### src/rtl/dreq_pkg.sv
package dreq_pkg;

  // capture, synchronised, previous-synchronised
  localparam int unsigned SYNC_STAGES = 3;

  typedef enum logic [1:0] {
    ST_ARMED    = 2'd0,
    ST_WAIT_BUS = 2'd1,
    ST_REARM    = 2'd2,
    ST_HOLD     = 2'd3
  } arm_state_e;

endpackage

### src/rtl/dreq_sync.sv
module dreq_sync
  import dreq_pkg::*;
(
  input  logic clk_i,
  input  logic rst_ni,
  input  logic pin_i,
  output logic cap_o,
  output logic sync_o,
  output logic prev_o
);

  logic [SYNC_STAGES-1:0] chain_q;

  // all stages reset high: idle pin, no spurious falling edge
  always_ff @(posedge clk_i or negedge rst_ni) begin
    if (!rst_ni) chain_q[0] <= 1'b1;
    else         chain_q[0] <= pin_i;
  end

  for (genvar i = 1; i < SYNC_STAGES; i++) begin : g_stage
    always_ff @(posedge clk_i or negedge rst_ni) begin
      if (!rst_ni) chain_q[i] <= 1'b1;
      else         chain_q[i] <= chain_q[i-1];
    end
  end

  assign cap_o  = chain_q[0];
  assign sync_o = chain_q[1];
  assign prev_o = chain_q[2];

endmodule

### src/rtl/dreq_detect.sv
module dreq_detect (
  input  logic det_level_i,
  input  logic cap_i,
  input  logic sync_i,
  input  logic prev_i,
  output logic hit_o
);

  logic level_hit;
  logic edge_hit;

  assign level_hit = ~cap_i;
  assign edge_hit  = prev_i & ~sync_i;
  assign hit_o     = det_level_i ? level_hit : edge_hit;

endmodule

### src/rtl/dreq_arm_ctrl.sv
module dreq_arm_ctrl
  import dreq_pkg::*;
(
  input  logic clk_i,
  input  logic rst_ni,
  input  logic hit_i,
  input  logic det_level_i,
  input  logic burst_i,
  input  logic bus_start_i,
  input  logic blk_done_i,
  output logic recog_o
);

  arm_state_e state_q, state_d;
  logic       take;
  logic       once_per_blk;

  assign take         = (state_q == ST_ARMED) & hit_i;
  assign once_per_blk = burst_i & ~det_level_i;

  always_comb begin
    state_d = state_q;
    unique case (state_q)
      ST_ARMED:    if (take) state_d = once_per_blk ? ST_HOLD : ST_WAIT_BUS;
      ST_WAIT_BUS: if (bus_start_i) state_d = ST_REARM;
      ST_REARM:    state_d = ST_ARMED;
      ST_HOLD:     if (blk_done_i) state_d = ST_ARMED;
      default:     state_d = ST_ARMED;
    endcase
  end

  always_ff @(posedge clk_i or negedge rst_ni) begin
    if (!rst_ni) state_q <= ST_ARMED;
    else         state_q <= state_d;
  end

  assign recog_o = take;

endmodule

### src/rtl/dreq_pulse_gen.sv
module dreq_pulse_gen #(
  parameter int unsigned START_DLY = 4
) (
  input  logic clk_i,
  input  logic rst_ni,
  input  logic recog_i,
  output logic dack_o,
  output logic start_o
);

  logic                 ack_q;
  logic [START_DLY-1:0] dly_q;

  always_ff @(posedge clk_i or negedge rst_ni) begin
    if (!rst_ni) begin
      ack_q    <= 1'b0;
      dly_q[0] <= 1'b0;
    end else begin
      ack_q    <= recog_i;
      dly_q[0] <= recog_i;
    end
  end

  for (genvar i = 1; i < START_DLY; i++) begin : g_dly
    always_ff @(posedge clk_i or negedge rst_ni) begin
      if (!rst_ni) dly_q[i] <= 1'b0;
      else         dly_q[i] <= dly_q[i-1];
    end
  end

  assign dack_o  = ack_q;
  assign start_o = dly_q[START_DLY-1];

endmodule

### src/rtl/dreq_sampler.sv
module dreq_sampler #(
  parameter int unsigned START_DLY = 4
) (
  input  logic clk_i,
  input  logic rst_ni,
  input  logic dreq_ni,
  input  logic det_level_i,
  input  logic burst_i,
  input  logic bus_start_i,
  input  logic blk_done_i,
  output logic recog_o,
  output logic start_o,
  output logic dack_o
);

  logic cap, sync, prev, hit, recog;

  dreq_sync u_sync (
    .clk_i  (clk_i),
    .rst_ni (rst_ni),
    .pin_i  (dreq_ni),
    .cap_o  (cap),
    .sync_o (sync),
    .prev_o (prev)
  );

  dreq_detect u_detect (
    .det_level_i (det_level_i),
    .cap_i       (cap),
    .sync_i      (sync),
    .prev_i      (prev),
    .hit_o       (hit)
  );

  dreq_arm_ctrl u_arm (
    .clk_i       (clk_i),
    .rst_ni      (rst_ni),
    .hit_i       (hit),
    .det_level_i (det_level_i),
    .burst_i     (burst_i),
    .bus_start_i (bus_start_i),
    .blk_done_i  (blk_done_i),
    .recog_o     (recog)
  );

  dreq_pulse_gen #(.START_DLY(START_DLY)) u_pulse (
    .clk_i   (clk_i),
    .rst_ni  (rst_ni),
    .recog_i (recog),
    .dack_o  (dack_o),
    .start_o (start_o)
  );

  assign recog_o = recog;

endmodule

### config.mk
export PLATFORM = sky130hd
export DESIGN_NAME = dreq_sampler
export DESIGN_NICKNAME = d
export VERILOG_FILES = /design/src/rtl/dreq_pkg.sv /design/src/rtl/dreq_sync.sv /design/src/rtl/dreq_detect.sv /design/src/rtl/dreq_arm_ctrl.sv /design/src/rtl/dreq_pulse_gen.sv /design/src/rtl/dreq_sampler.sv
export SDC_FILE = /design/constraint.sdc
export NUM_CORES = 1
export LEC_CHECK = 0
export BUFFER_PORTS_ARGS = -buffer_cell sky130_fd_sc_hd__buf_2
export CAP_MARGIN = 20
export CORE_AREA = 2 2 39 41
export DETAILED_ROUTE_END_ITERATION = 7
export DIE_AREA = 0 0 41 43
export PLACE_DENSITY_LB_ADDON = 0.15
export RECOVER_POWER = 50
export SLEW_MARGIN = 20
export SYNTH_ARGS = -nofsm -noshare
export SYNTH_HDL_FRONTEND = slang
export SYNTH_SLANG_ARGS = --single-unit
### constraint.sdc
create_clock -name clk_i -period 1.4 [get_ports clk_i]
set_clock_uncertainty 0.2 [all_clocks]
set_input_delay 0.07 -clock clk_i [delete_from_list [all_inputs] [get_ports clk_i]]
set_output_delay 0.07 -clock clk_i [all_outputs]
set_load 0.1 [all_outputs]
Word-level counts from Yosys, hierarchy flattened --
Index checks and enable logic that the tools add are counted.
Word-level totals: output and inout bits 3, bits of input ports 7, flip-flop bits (word level) 9
Cells by class: bitwise gates (word level) 6, eq/ne operators 6, reduce and logical (&&, ||, !) cells 2, mux-type cells 6
Operators with widths (number):
- two-way mux 2 bit | 4
- one-hot mux 2 bit (4 select lines) | 1
- == test 2 bit (second input constant) | 2
- != test 2 bit (second input constant) | 2
- bitwise AND 1 bit | 3
- inverter 1 bit | 3
- AND reduction 3 bit | 1
- == test 2 x 1 -> 1 bit (second input constant) | 1
- zero test 2 bit | 1
- != test 2 x 1 -> 1 bit (second input constant) | 1
- two-way mux 1 bit | 1

Longest topological paths before layout --
word-level depth 6, depth in mapped cells 3, gate-level depth less buffers 3

Cells and area by module --
Synthesis repeated with hierarchy kept, for this count alone.
Unflattened totals: cells, all modules 20, area, all modules 304.0 sq um
By module, submodules not included:
- dreq_arm_ctrl | cells an instance 11, area each 108.9 sq um, times used 1
- dreq_pulse_gen | cells an instance 4, area each 100.1 sq um, times used 1
- dreq_sync | cells an instance 3, area each 78.8 sq um, times used 1
- dreq_detect | cells an instance 2, area each 16.3 sq um, times used 1

Worst setup path after synthesis --
Ideal clock, no wire load.
path kind register -> register, start register u_sync.chain_q[2], in the netlist u_sync.prev_o, end register u_pulse.ack_q, in the netlist u_pulse.dack_o, data arrival time 1464 ps, stages on the path, launching flop included 3, library setup time 206 ps, period minus slack after synthesis 1871 ps, slack -471 ps, required time 994 ps, cell sequence dfstp_2 > nor3b_2 > o21a_1
Between the ends: word-level cells in the longest chain between the ends 3
Ends and longest elaborated chain:
- start: declaration | RTL line dreq_sync.sv:12 | logic [SYNC_STAGES-1:0] chain_q;
- start signal: indexed assignment | RTL line dreq_sync.sv:23 | else chain_q[i] <= chain_q[i-1];
- bitwise AND 1 bit | RTL line dreq_detect.sv:13 | assign edge_hit = prev_i & ~sync_i;
- two-way mux 1 bit | RTL line dreq_detect.sv:14 | assign hit_o = det_level_i ? level_hit : edge_hit;
- bitwise AND 1 bit | RTL line dreq_arm_ctrl.sv:18 | assign take = (state_q == ST_ARMED) & hit_i;
- via recog_o | RTL line dreq_sampler.sv:11 | output logic recog_o,
- end signal: assignment | RTL line dreq_pulse_gen.sv:19 | ack_q <= recog_i;
- end: declaration | RTL line dreq_pulse_gen.sv:11 | logic ack_q;
The timed path passes the listed nets, and every way through them passes these cells. A chain may end at the register's enable or synchronous reset.

Final worst setup path --
start register u_sync.chain_q[2], in the netlist u_sync.prev_o, end output recog_o
Between the ends: word-level cells in the longest chain between the ends 3
Ends and longest elaborated chain (RTL line):
- bitwise AND 1 bit | dreq_detect.sv:13
- two-way mux 1 bit | dreq_detect.sv:14
- bitwise AND 1 bit | dreq_arm_ctrl.sv:18
- end: declaration | dreq_sampler.sv:11
No other way between the ends.

==> results.rst <==
.. list-table::
   :header-rows: 1

   * - Metric
     - Value
   * - Status
     - finished with violations
   * - Violated checks
     - negative setup slack
   * - Pin count of the biggest net entering global routing
     - 7
   * - Cell area power density
     - approximately 1800 mW/mm^2
   * - Average detailed-routed wire length per instance
     - approximately 11 um
   * - Count of unique library cells instantiated by Yosys
     - 12
   * - Post-route fraction of the period consumed by the critical path
     - 113.2%
   * - DRC viols
     - 0
   * - Via count of the first global-routing pass
     - between 200 and 250
   * - Global-route wire length before repair
     - 1035 um
   * - Clock share of power
     - around 22%
   * - Cell row count
     - 14
   * - Synth-to-Final Area Change
     - 63.14%
   * - Total of warnings raised by yosys
     - 0
   * - Path class of the lowest-slack min-delay path
     - in2reg
   * - Die height
     - 43 um
   * - Post-synth net total
     - 26
   * - Fraction of layout instances using a drive strength above 1
     - between 40% and 50%
   * - Switching share of total power
     - between 30% and 40%
   * - First DRT Iteration DRCs
     - 0
   * - Combinational share of power
     - ~37%
   * - Max-slew violation count
     - 0
   * - Post-DR vias/cell
     - 4.127
   * - X dimension of the die
     - between 40 and 50 um
   * - Rel. slew slack
     - 67.82%
   * - Post-synthesis cell count
     - 19
   * - Proportion of power drawn by flip-flops and latches
     - a little over two fifths
   * - Worst hold slack
     - around 0.024 ns
   * - Vias
     - around 230
   * - Root buffer cell
     - sky130_fd_sc_hd__clkbuf_4
   * - Core Area
     - roughly 0.0014 mm^2
   * - Startpoint types
     - register
   * - Antenna diode instance count
     - 0
   * - Internal Power
     - 0.5298 mW
   * - Setup violators final
     - 1
   * - Total iterations of the first detailed-routing run
     - 1
   * - Highest ir drop seen on vdd
     - 681.1 uV
   * - Worst-skew pair later-pin latency
     - around 0.25 ns
   * - Maximum frequency from static timing analysis
     - 631.0 MHz
   * - Kind of end point of the critical path
     - output port
   * - GR Util All Layers
     - under 10%
   * - Post-synthesis cell area
     - a little under 300 um^2
   * - Minimum setup slack among reg-to-reg paths
     - 0.01 ns
   * - Post-route worst setup slack
     - -0.1847 ns
   * - CTS clk-pin slew, worst paths
     - 0.06 ns
   * - Unrepaired setup endpoints after global routing
     - true
   * - IO Count
     - 10
   * - Sw power
     - about 0.35 mW
   * - Standby leakage power
     - approximately 0.22 nW
   * - Number of nets with antenna violations after detailed routing
     - 0
   * - Register bit count reported by yosys
     - 9
   * - Maximum number of buffers from clock root to sink
     - 2
   * - Cts bufs inserted
     - 3
   * - Minimum period implied by the final worst setup slack
     - 1.585 ns
   * - Required time of the critical path
     - ~1.1 ns
   * - Max-cap violations
     - 0
   * - Total die area
     - between 0.0015 and 0.002 mm^2
   * - CTS tree
     - yes
   * - Clk sinks
     - 9
   * - RD Place Congestion
     - 0.6358
   * - Fraction of the yosys area taken by sequential cells
     - between 70% and 80%
   * - Pin slew with the least headroom to its limit
     - roughly 0.49 ns
   * - DPL Wire Length
     - approximately 440 um
   * - Number of antenna violations at the first check in global routing
     - 0
   * - Pre-CTS setup slack
     - ~0.011 ns
   * - Effective utilization at floorplan
     - approximately a fifth
   * - Max Fanout on Critical Path
     - 2
   * - Signal arrival time at the worst endpoint
     - about 1.3 ns
   * - Final wirelength
     - approximately 630 um
   * - CTS H-Tree Depth
     - 1
   * - Post-Syn Area per Cell
     - between 15 and 20 um^2
   * - Final net count
     - between 40 and 50
   * - Number of buffers added on ports
     - 9
   * - Critical path class
     - reg2out
   * - Total count of hold-check failures in the final report
     - 0
   * - Total congestion overflow after global routing
     - 0
[worst max-delay path, stage by stage (launching register included)]
cell	delay (ns)
sky130_fd_sc_hd__dfstp_2	0.52
sky130_fd_sc_hd__nor3b_4	0.21
sky130_fd_sc_hd__o21a_4	0.16
sky130_fd_sc_hd__buf_12	0.17
[flip-flops by register name (all words and copies together) (netlist names)]
signal	cells
u_pulse.dly_q	2
u_arm.state_q	2
u_sync.cap_o	1
u_pulse.dack_o	1
u_pulse.start_o	1
u_sync.prev_o	1
u_sync.sync_o	1
[cells in the mapped netlist]
master / n / area share, %
sky130_fd_sc_hd__dfrtp_1: 6 / 51
sky130_fd_sc_hd__dfstp_2: 3 / 27
sky130_fd_sc_hd__nand2_1: 1 / 1.3
sky130_fd_sc_hd__nand3_1: 1 / 1.7
sky130_fd_sc_hd__nand3b_1: 1 / 2.5
sky130_fd_sc_hd__nor2_1: 1 / 1.3
sky130_fd_sc_hd__nor2b_1: 1 / 2.1
sky130_fd_sc_hd__nor3b_2: 1 / 4.2
sky130_fd_sc_hd__o211ai_1: 1 / 2.5
sky130_fd_sc_hd__o21a_1: 1 / 2.5
sky130_fd_sc_hd__o21ai_1: 1 / 1.7
sky130_fd_sc_hd__o31ai_1: 1 / 2.5
[power by group through the flow]
stage | Combinational, mW | Sequential [mW] | Clock [mW]
floorplan | 0.123 | 0.467 | 0
global placement | 0.304 | 0.362 | 0
detailed placement | 0.312 | 0.368 | 0
CTS | 0.325 | 0.365 | 0.203
global route | 0.339 | 0.374 | 0.218
finish | 0.321 | 0.366 | 0.193
[layout by cell type, fill, tap and decap left out]
cell type / count
sky130_fd_sc_hd__clkbuf_4: 3
sky130_fd_sc_hd__nor2b_1: 1
sky130_fd_sc_hd__o21ai_1: 1
sky130_fd_sc_hd__nand3b_1: 1
sky130_fd_sc_hd__o21a_4: 1
sky130_fd_sc_hd__buf_12: 1
sky130_fd_sc_hd__o31ai_1: 1
sky130_fd_sc_hd__dfrtp_1: 6
sky130_fd_sc_hd__nor3b_4: 1
sky130_fd_sc_hd__buf_2: 7
sky130_fd_sc_hd__nand2_1: 1
sky130_fd_sc_hd__buf_4: 1
sky130_fd_sc_hd__dlygate4sd3_1: 6
sky130_fd_sc_hd__nand3_1: 1
sky130_fd_sc_hd__dfstp_2: 3
sky130_fd_sc_hd__clkbuf_1: 2
sky130_fd_sc_hd__nor2_1: 1
sky130_fd_sc_hd__o211ai_1: 1
[timing repair]
action / CTS / global route
buffers inserted: 0 / 0
endpoints found under the hold margin: 12 / 0
gates cloned: 0 / 0
endpoints found under the setup margin: 1 / 2
pin swaps: 1 / 0
hold buffers: 6 / 0
gates resized for setup: 1 / 0
[through the flow]
step                      power [mW]  util [%]  cell area [um^2]  std cells  TNS [ns]
after global placement        0.6660     28.21             390.4         45         0
after floorplan               0.5900         -             302.8         19         0
after CTS                     0.8933     34.90             483.0         55   -0.2084
final                         0.8795     34.81             481.7         55   -0.1847
after detailed placement      0.6795     28.21             390.4         45         0
after global routing          0.9309     34.81             481.7         55   -0.4635
[layout make-up]
type	count	area, um^2
fillers	150	902.1
flip-flops and latches	9	229.0
repair buffers	16	126.4
multi-input cells	10	80.08
clock buffers	4	26.28
well taps	16	20.02
[cells by family (layout without fill, tap and decap cells)]
logic type | count (synthesis) | in the layout | synth area share [%]
DFF | 9 | 9 | 77.54
buffers and inverters | 0 | 20 | 0
and+or+nand+nor | 6 | 6 | 13.13
AOI/OAI and AO/OA | 4 | 4 | 9.323
[path summary, 6_finish.rpt]
check                                    to              from  cells after the start
max                                 recog_o     u_sync.prev_o                      3
min                          u_pulse.dack_o       det_level_i                      3
max reg2reg                u_arm.state_q[0]     u_sync.sync_o                      4
min reg2reg                 u_pulse.start_o  u_pulse.dly_q[2]                      0
max in group asynchronous  u_arm.state_q[1]            rst_ni                      3
min in group asynchronous     u_sync.prev_o            rst_ni                      2
[layer usage]
metal	GRT usage [%]	part of all wire (%)
met3	4.712	6.9
met4	10.00	1.6
met5	0	0
met1	11.49	43
met2	11.56	49
Note: power is estimated with default switching activity, not from simulation.
